`config.mk`:
```
export PLATFORM = sky130hd
export DESIGN_NAME = slowclk_sel
export DESIGN_NICKNAME = d
export VERILOG_FILES = /design/src/rtl/slowclk_pkg.sv /design/src/rtl/slowclk_regs.sv /design/src/rtl/slowclk_div.sv /design/src/rtl/slowclk_sel.sv
export SDC_FILE = /design/constraint.sdc
export NUM_CORES = 1
export LEC_CHECK = 0
export BUFFER_PORTS_ARGS = -buffer_cell sky130_fd_sc_hd__buf_2
export CAP_MARGIN = 20
export CORE_ASPECT_RATIO = 1.4
export CORE_MARGIN = 2
export CORE_UTILIZATION = 40
export DETAILED_ROUTE_END_ITERATION = 16
export PLACE_DENSITY_LB_ADDON = 0.15
export SLEW_MARGIN = 20
export SYNTH_ARGS = -nofsm -noshare
export SYNTH_HDL_FRONTEND = slang
export SYNTH_HIERARCHICAL = 1
export SYNTH_SLANG_ARGS = --single-unit
```
`constraint.sdc`:
```
create_clock -name clk -period 2.6 [get_ports clk]
set_input_delay 0.26 -clock clk [delete_from_list [all_inputs] [get_ports clk]]
set_output_delay 0.26 -clock clk [all_outputs]
set_load 0.02 [all_outputs]
```
`src/rtl/slowclk_pkg.sv`:
```
package slowclk_pkg;
  // True when the upper half of a written word carries the unlock key.
  function automatic logic key_match(input logic [31:0] wd, input logic [15:0] key);
    return wd[31:16] == key;
  endfunction

  // True when the current internal strobe closes a divide period.
  function automatic logic div_wrap(input logic [7:0] cnt, input logic [7:0] n);
    return cnt == n;
  endfunction
endpackage

```
`src/rtl/slowclk_regs.sv`:
```
module slowclk_regs
  import slowclk_pkg::*;
#(
  parameter int          ADDR_W   = 8,
  parameter int          DIV_W    = 5,
  parameter logic [15:0] KEY      = 16'h16AA,
  parameter logic [7:0]  CTRL_OFS = 8'h00,
  parameter logic [7:0]  PRE_OFS  = 8'h08,
  parameter logic [7:0]  GATE_OFS = 8'h60
) (
  input  logic              clk,
  input  logic              rst_n,
  input  logic              bus_we,
  input  logic [ADDR_W-1:0] bus_addr,
  input  logic [31:0]       bus_wdata,
  output logic [31:0]       bus_rdata,
  output logic              sel_ext,
  output logic [DIV_W-1:0]  presc,
  output logic              gate_en,
  output logic              restart
);
  localparam logic [ADDR_W-1:0] A_CTRL = ADDR_W'(CTRL_OFS);
  localparam logic [ADDR_W-1:0] A_PRE  = ADDR_W'(PRE_OFS);
  localparam logic [ADDR_W-1:0] A_GATE = ADDR_W'(GATE_OFS);

  logic ctrl_wr, pre_wr, gate_wr, sel_change, pre_change;

  assign ctrl_wr    = bus_we && (bus_addr == A_CTRL);
  assign pre_wr     = bus_we && (bus_addr == A_PRE);
  assign gate_wr    = bus_we && (bus_addr == A_GATE);
  assign sel_change = ctrl_wr && key_match(bus_wdata, KEY) && (bus_wdata[0] != sel_ext);
  assign pre_change = pre_wr && (bus_wdata[DIV_W-1:0] != presc);
  assign restart    = sel_change || pre_change;

  always_ff @(posedge clk or negedge rst_n) begin
    if (!rst_n) begin
      sel_ext <= 1'b0;
      presc   <= '0;
      gate_en <= 1'b0;
    end else begin
      if (sel_change) sel_ext <= bus_wdata[0];
      if (pre_wr)     presc   <= bus_wdata[DIV_W-1:0];
      if (gate_wr)    gate_en <= bus_wdata[0];
    end
  end

  always_comb begin
    bus_rdata = '0;
    if (bus_addr == A_CTRL)      bus_rdata[0]         = sel_ext;
    else if (bus_addr == A_PRE)  bus_rdata[DIV_W-1:0] = presc;
    else if (bus_addr == A_GATE) bus_rdata[0]         = gate_en;
  end
endmodule

```
`src/rtl/slowclk_div.sv`:
```
module slowclk_div
  import slowclk_pkg::*;
#(
  parameter int DIV_W = 5
) (
  input  logic             clk,
  input  logic             rst_n,
  input  logic             sel_ext,
  input  logic [DIV_W-1:0] presc,
  input  logic             restart,
  input  logic             rc_tick,
  input  logic             xt_tick,
  output logic [DIV_W-1:0] cnt,
  output logic             slow_tick
);
  logic wrap_now;
  assign wrap_now = div_wrap(8'(cnt), 8'(presc));

  always_ff @(posedge clk or negedge rst_n) begin
    if (!rst_n) begin
      cnt       <= '0;
      slow_tick <= 1'b0;
    end else if (restart) begin
      cnt       <= '0;
      slow_tick <= 1'b0;
    end else if (sel_ext) begin
      slow_tick <= xt_tick;
    end else if (rc_tick) begin
      cnt       <= wrap_now ? '0 : cnt + 1'b1;
      slow_tick <= wrap_now;
    end else begin
      slow_tick <= 1'b0;
    end
  end
endmodule

```
`src/rtl/slowclk_sel.sv`:
```
module slowclk_sel #(
  parameter int          ADDR_W   = 8,
  parameter int          DIV_W    = 5,
  parameter logic [15:0] KEY      = 16'h16AA,
  parameter logic [7:0]  CTRL_OFS = 8'h00,
  parameter logic [7:0]  PRE_OFS  = 8'h08,
  parameter logic [7:0]  GATE_OFS = 8'h60
) (
  input  logic              clk,
  input  logic              rst_n,
  input  logic              bus_we,
  input  logic [ADDR_W-1:0] bus_addr,
  input  logic [31:0]       bus_wdata,
  output logic [31:0]       bus_rdata,
  input  logic              rc_tick,
  input  logic              xt_tick,
  output logic              slow_tick,
  output logic              pin_tick
);
  logic             sel_ext, gate_en, restart;
  logic [DIV_W-1:0] presc, div_cnt;

  slowclk_regs #(
    .ADDR_W(ADDR_W), .DIV_W(DIV_W), .KEY(KEY),
    .CTRL_OFS(CTRL_OFS), .PRE_OFS(PRE_OFS), .GATE_OFS(GATE_OFS)
  ) u_regs (
    .clk(clk), .rst_n(rst_n), .bus_we(bus_we), .bus_addr(bus_addr),
    .bus_wdata(bus_wdata), .bus_rdata(bus_rdata), .sel_ext(sel_ext),
    .presc(presc), .gate_en(gate_en), .restart(restart)
  );

  slowclk_div #(.DIV_W(DIV_W)) u_div (
    .clk(clk), .rst_n(rst_n), .sel_ext(sel_ext), .presc(presc),
    .restart(restart), .rc_tick(rc_tick), .xt_tick(xt_tick),
    .cnt(div_cnt), .slow_tick(slow_tick)
  );

  assign pin_tick = slow_tick & gate_en;
endmodule

```
==> flow_metrics.py <==
metrics = {
    "logic_synthesis": {
        "syn_avg_cell_area_um2": 9.692,
        "synth_area_leaders": "dfrtp_1 (28%), buf_4 (18%), mux2_4 (6.6%)",
        "syn_inst": 118,
        "ys_seq_elements": 13,
        "synth_top_cell_by_area": "dfrtp_1",
        "synthArstFlopShare": 1.000,
        "synth_ff_type": "dfrtp_1",
        "synth_area_um2": 1144,
        "ys_seq_area_frac": 0.2845,
        "yosysTopAreaCellShare": 0.2845,
        "synth_edf_count": 0,
        "yosysWarnings": 6,
        "synth_cell_type_count": 42,
    },
    "power_and_ir_drop": {
        "p_leak_nw": 0.6773,
        "total_power_w": 0.0006310,
        "peakVddDrop_uv": 239.2,
        "swShare": 0.3773,
        "comb_power_share": 0.355,
        "intPower_w": 0.0003929,
        "share_seq_of_total_power": 0.451,
        "power_density_nw_per_um2": 475.3,
        "p_switching_w": 0.0002381,
        "pwr-share-clk": 0.194,
    },
    "worst_setup_path": {
        "crit_start": "u_regs/sel_ext",
        "crit_type": "reg -> reg",
        "max_stage_delay_ps": 620,
        "crit_required_ps": 2760,
        "rr_worst_depth": 5,
        "cp-start-kind": "register",
        "rr_endpoint": "u_div/slow_tick",
        "worstSetupPathDepth": 5,
        "cp_num_buf_inv": 1,
        "crit_family": "compound AO/OA/AOI/OAI gates",
        "worst_setup_path_end_kind": "register",
        "endpoint": "u_div/slow_tick",
        "cp_max_fo": 8,
        "rrSetupSlack_ps": 600,
        "crit_slowest_cell": "o32ai_2",
        "cp.arrival_ps": 2160,
        "critical_path.cell_chain": "xor2_1 -> nand4_1 -> o32ai_2 -> inv_1 -> a32o_1",
        "rr_startpoint": "u_regs/sel_ext",
    },
    "route": {
        "ant_nets": 0,
        "first_pass_iters": 4,
        "vias": 959,
        "viasPerCell": 4.843,
        "drt_wl_total_um": 2331,
        "drcViolationCount": 0,
        "drtIter0Drc": 13,
        "routedWlPerCell_um": 11.77,
    },
    "cells_and_area": {
        "register_area_um2": 325.3,
        "fillers": 267,
        "fin_cells": 198,
        "antenna_cells": 0,
        "drive_gt1_frac": 0.4074,
        "synthToLayoutAreaGrowth_pct": 16.08,
        "nNetsFinal": 209,
        "multi_input_area_um2": 713.2,
        "fin_area_um2": 1328,
    },
    "place": {
        "port_buffers": 40,
        "placed_cells": 193,
        "post-dp-hpwl_um": 1876,
        "dp_slack_ps": 202.7,
        "gp_congestion": 0.8590,
        "placed_cell_area_um2": 1284,
    },
    "floorplanning": {
        "die_w_um": 49.19,
        "die_area_um2": 3309,
        "die_height_um": 67.27,
        "fp-row-count": 22,
        "io_pins": 79,
        "core_um2": 2670,
        "initial_core_util": 0.4283,
    },
    "global_route": {
        "grt_max_degree": 14,
        "use_met1": 0.1715,
        "track_usage": 0.1519,
        "grt_pass1_vias": 899,
        "met2_usage": 0.2821,
        "antenna_found_initial": 0,
        "grt_use_met3": 0.02212,
        "grt.overflow.total": 0,
        "busiest_layer": "met2",
        "grt_pass1_wl_um": 3877,
    },
    "timing": {
        "final-hold-violation-count": 0,
        "fin_crit_sh": 0.7678,
        "setup_slack_ps": 603.7,
        "worst_pin_slew_ps": 634.8,
        "setup_viol": 0,
        "timing.final.max_slew_violations": 0,
        "period_needed_ps": 1996,
        "clock_skew_ps": 3.134,
        "setup_tns_ps": 0,
        "slew_headroom": 0.5768,
        "fmax_mhz": 500.9,
        "rsz0062_at_grt": "false",
    },
    "clock_network": {
        "cts_max_level": 1,
        "path_clk_slew_ps": 80,
        "clkLatencyLatePin_ps": 270,
        "cts_tree": "done",
        "numClockSinks": 13,
        "cts-buffers-inserted": 3,
        "ctsResizeCount": 0,
        "cts_max_path_buffers": 2,
        "clockRootBuffer": "clkbuf_4",
    },
    "hold_path": {
        "hold_path.class": "in -> reg",
        "hold_start": "bus_wdata[1]",
    },
    "status": {
        "status": "finished clean",
    },
    "flow_run": {
        "cap_violations": 0,
    },
}
kinds of logic after synthesis:
kind of cell               after synthesis  synth area share
and+or+nand+nor                         43            0.2615
muxes                                    7           0.08534
adders and majority gates                1           0.01094
buffers and inverters                   29            0.1838
other                                    1          0.003279
DFF                                     13            0.2845
AOI/OAI and AO/OA                       13           0.07987
xor gates and xnor gates                11           0.09082
stage by stage:
| stage | hold WS, ps | util |
|---|---|---|
| floorplan | -35.59 | - |
| global placement | 164.8 | 0.4808 |
| detailed placement | 161.9 | 0.4808 |
| CTS | 234.0 | 0.4944 |
| global route | 230.6 | 0.4972 |
| finish | 241.6 | 0.4972 |
worst min-delay path by stage:
| stage | endpoint | slack (ps) | depth (start not counted) |
|---|---|---|---|
| global placement | u_div/cnt[4] | 160 | 1 |
| CTS | u_regs/presc[1] | 230 | 2 |
| finish | u_regs/presc[1] | 240 | 2 |
| floorplan | u_div/cnt[0] | -40 | 0 |
| global route | u_regs/presc[1] | 230 | 2 |
| detailed placement | u_div/cnt[4] | 160 | 1 |
registers in the layout, summed over array words and instances (netlist names):
signal and cells:
u_regs/sel_ext 1, u_div/slow_tick 1, u_regs/gate_en 1, u_div/cnt 5
u_regs/presc 5
power by group through the flow:
stage	Clock, W	Sequential [W]	Combinational [W]
final	0.000123	0.000284	0.000224
after global routing	0.000142	0.000290	0.000249
after CTS	0.000128	0.000284	0.000222
after detailed placement	0	0.000287	0.000217
after global placement	0	0.000287	0.000209
after floorplan	0	0.000277	0.000194
metal layers:
metal	share of wire	up-vias
met5	0	-
met4	0.0051	0
met1	0.39	442
met2	0.53	51
li1	-	464
met3	0.079	2
cells in the mapped netlist (2+ instances only):
| cell type | count |
|---|---|
| nand4_1 | 2 |
| nor2_1 | 3 |
| xor2_1 | 3 |
| nor3_1 | 4 |
| nand3_1 | 4 |
| o21ai_0 | 2 |
| and2_2 | 4 |
| nor4_2 | 3 |
| inv_1 | 2 |
| and3_2 | 2 |
| mux2_2 | 2 |
| nand2_1 | 6 |
| dfrtp_1 | 13 |
| a21oi_1 | 3 |
| o211ai_1 | 2 |
| xnor2_1 | 7 |
| buf_4 | 27 |
| mux2_4 | 5 |
layout by cell type, fill, tap and decap left out, types with 4 or more instances in the layout:
cell type  instances
dfrtp_1           13
nand3_1            4
nand2_1            6
conb_1            27
nor3_1             4
buf_2             40
mux2_4             5
xnor2_1            7
and2_2             4
final cells by class:
class                   instances  area share
multi-input cells             102      0.5372
clock buffers                   4     0.01979
inverters                       2    0.005655
repair buffers                 41      0.1583
flip-flops and latches         13      0.2451
well taps                      36     0.03393
repair_timing:
action                    in CTS  in global routing
setup buffers                  0                  0
hold buffers                   1                  0
hold endpoints to repair      13                  0
Power figures use the tool's default switching activity.
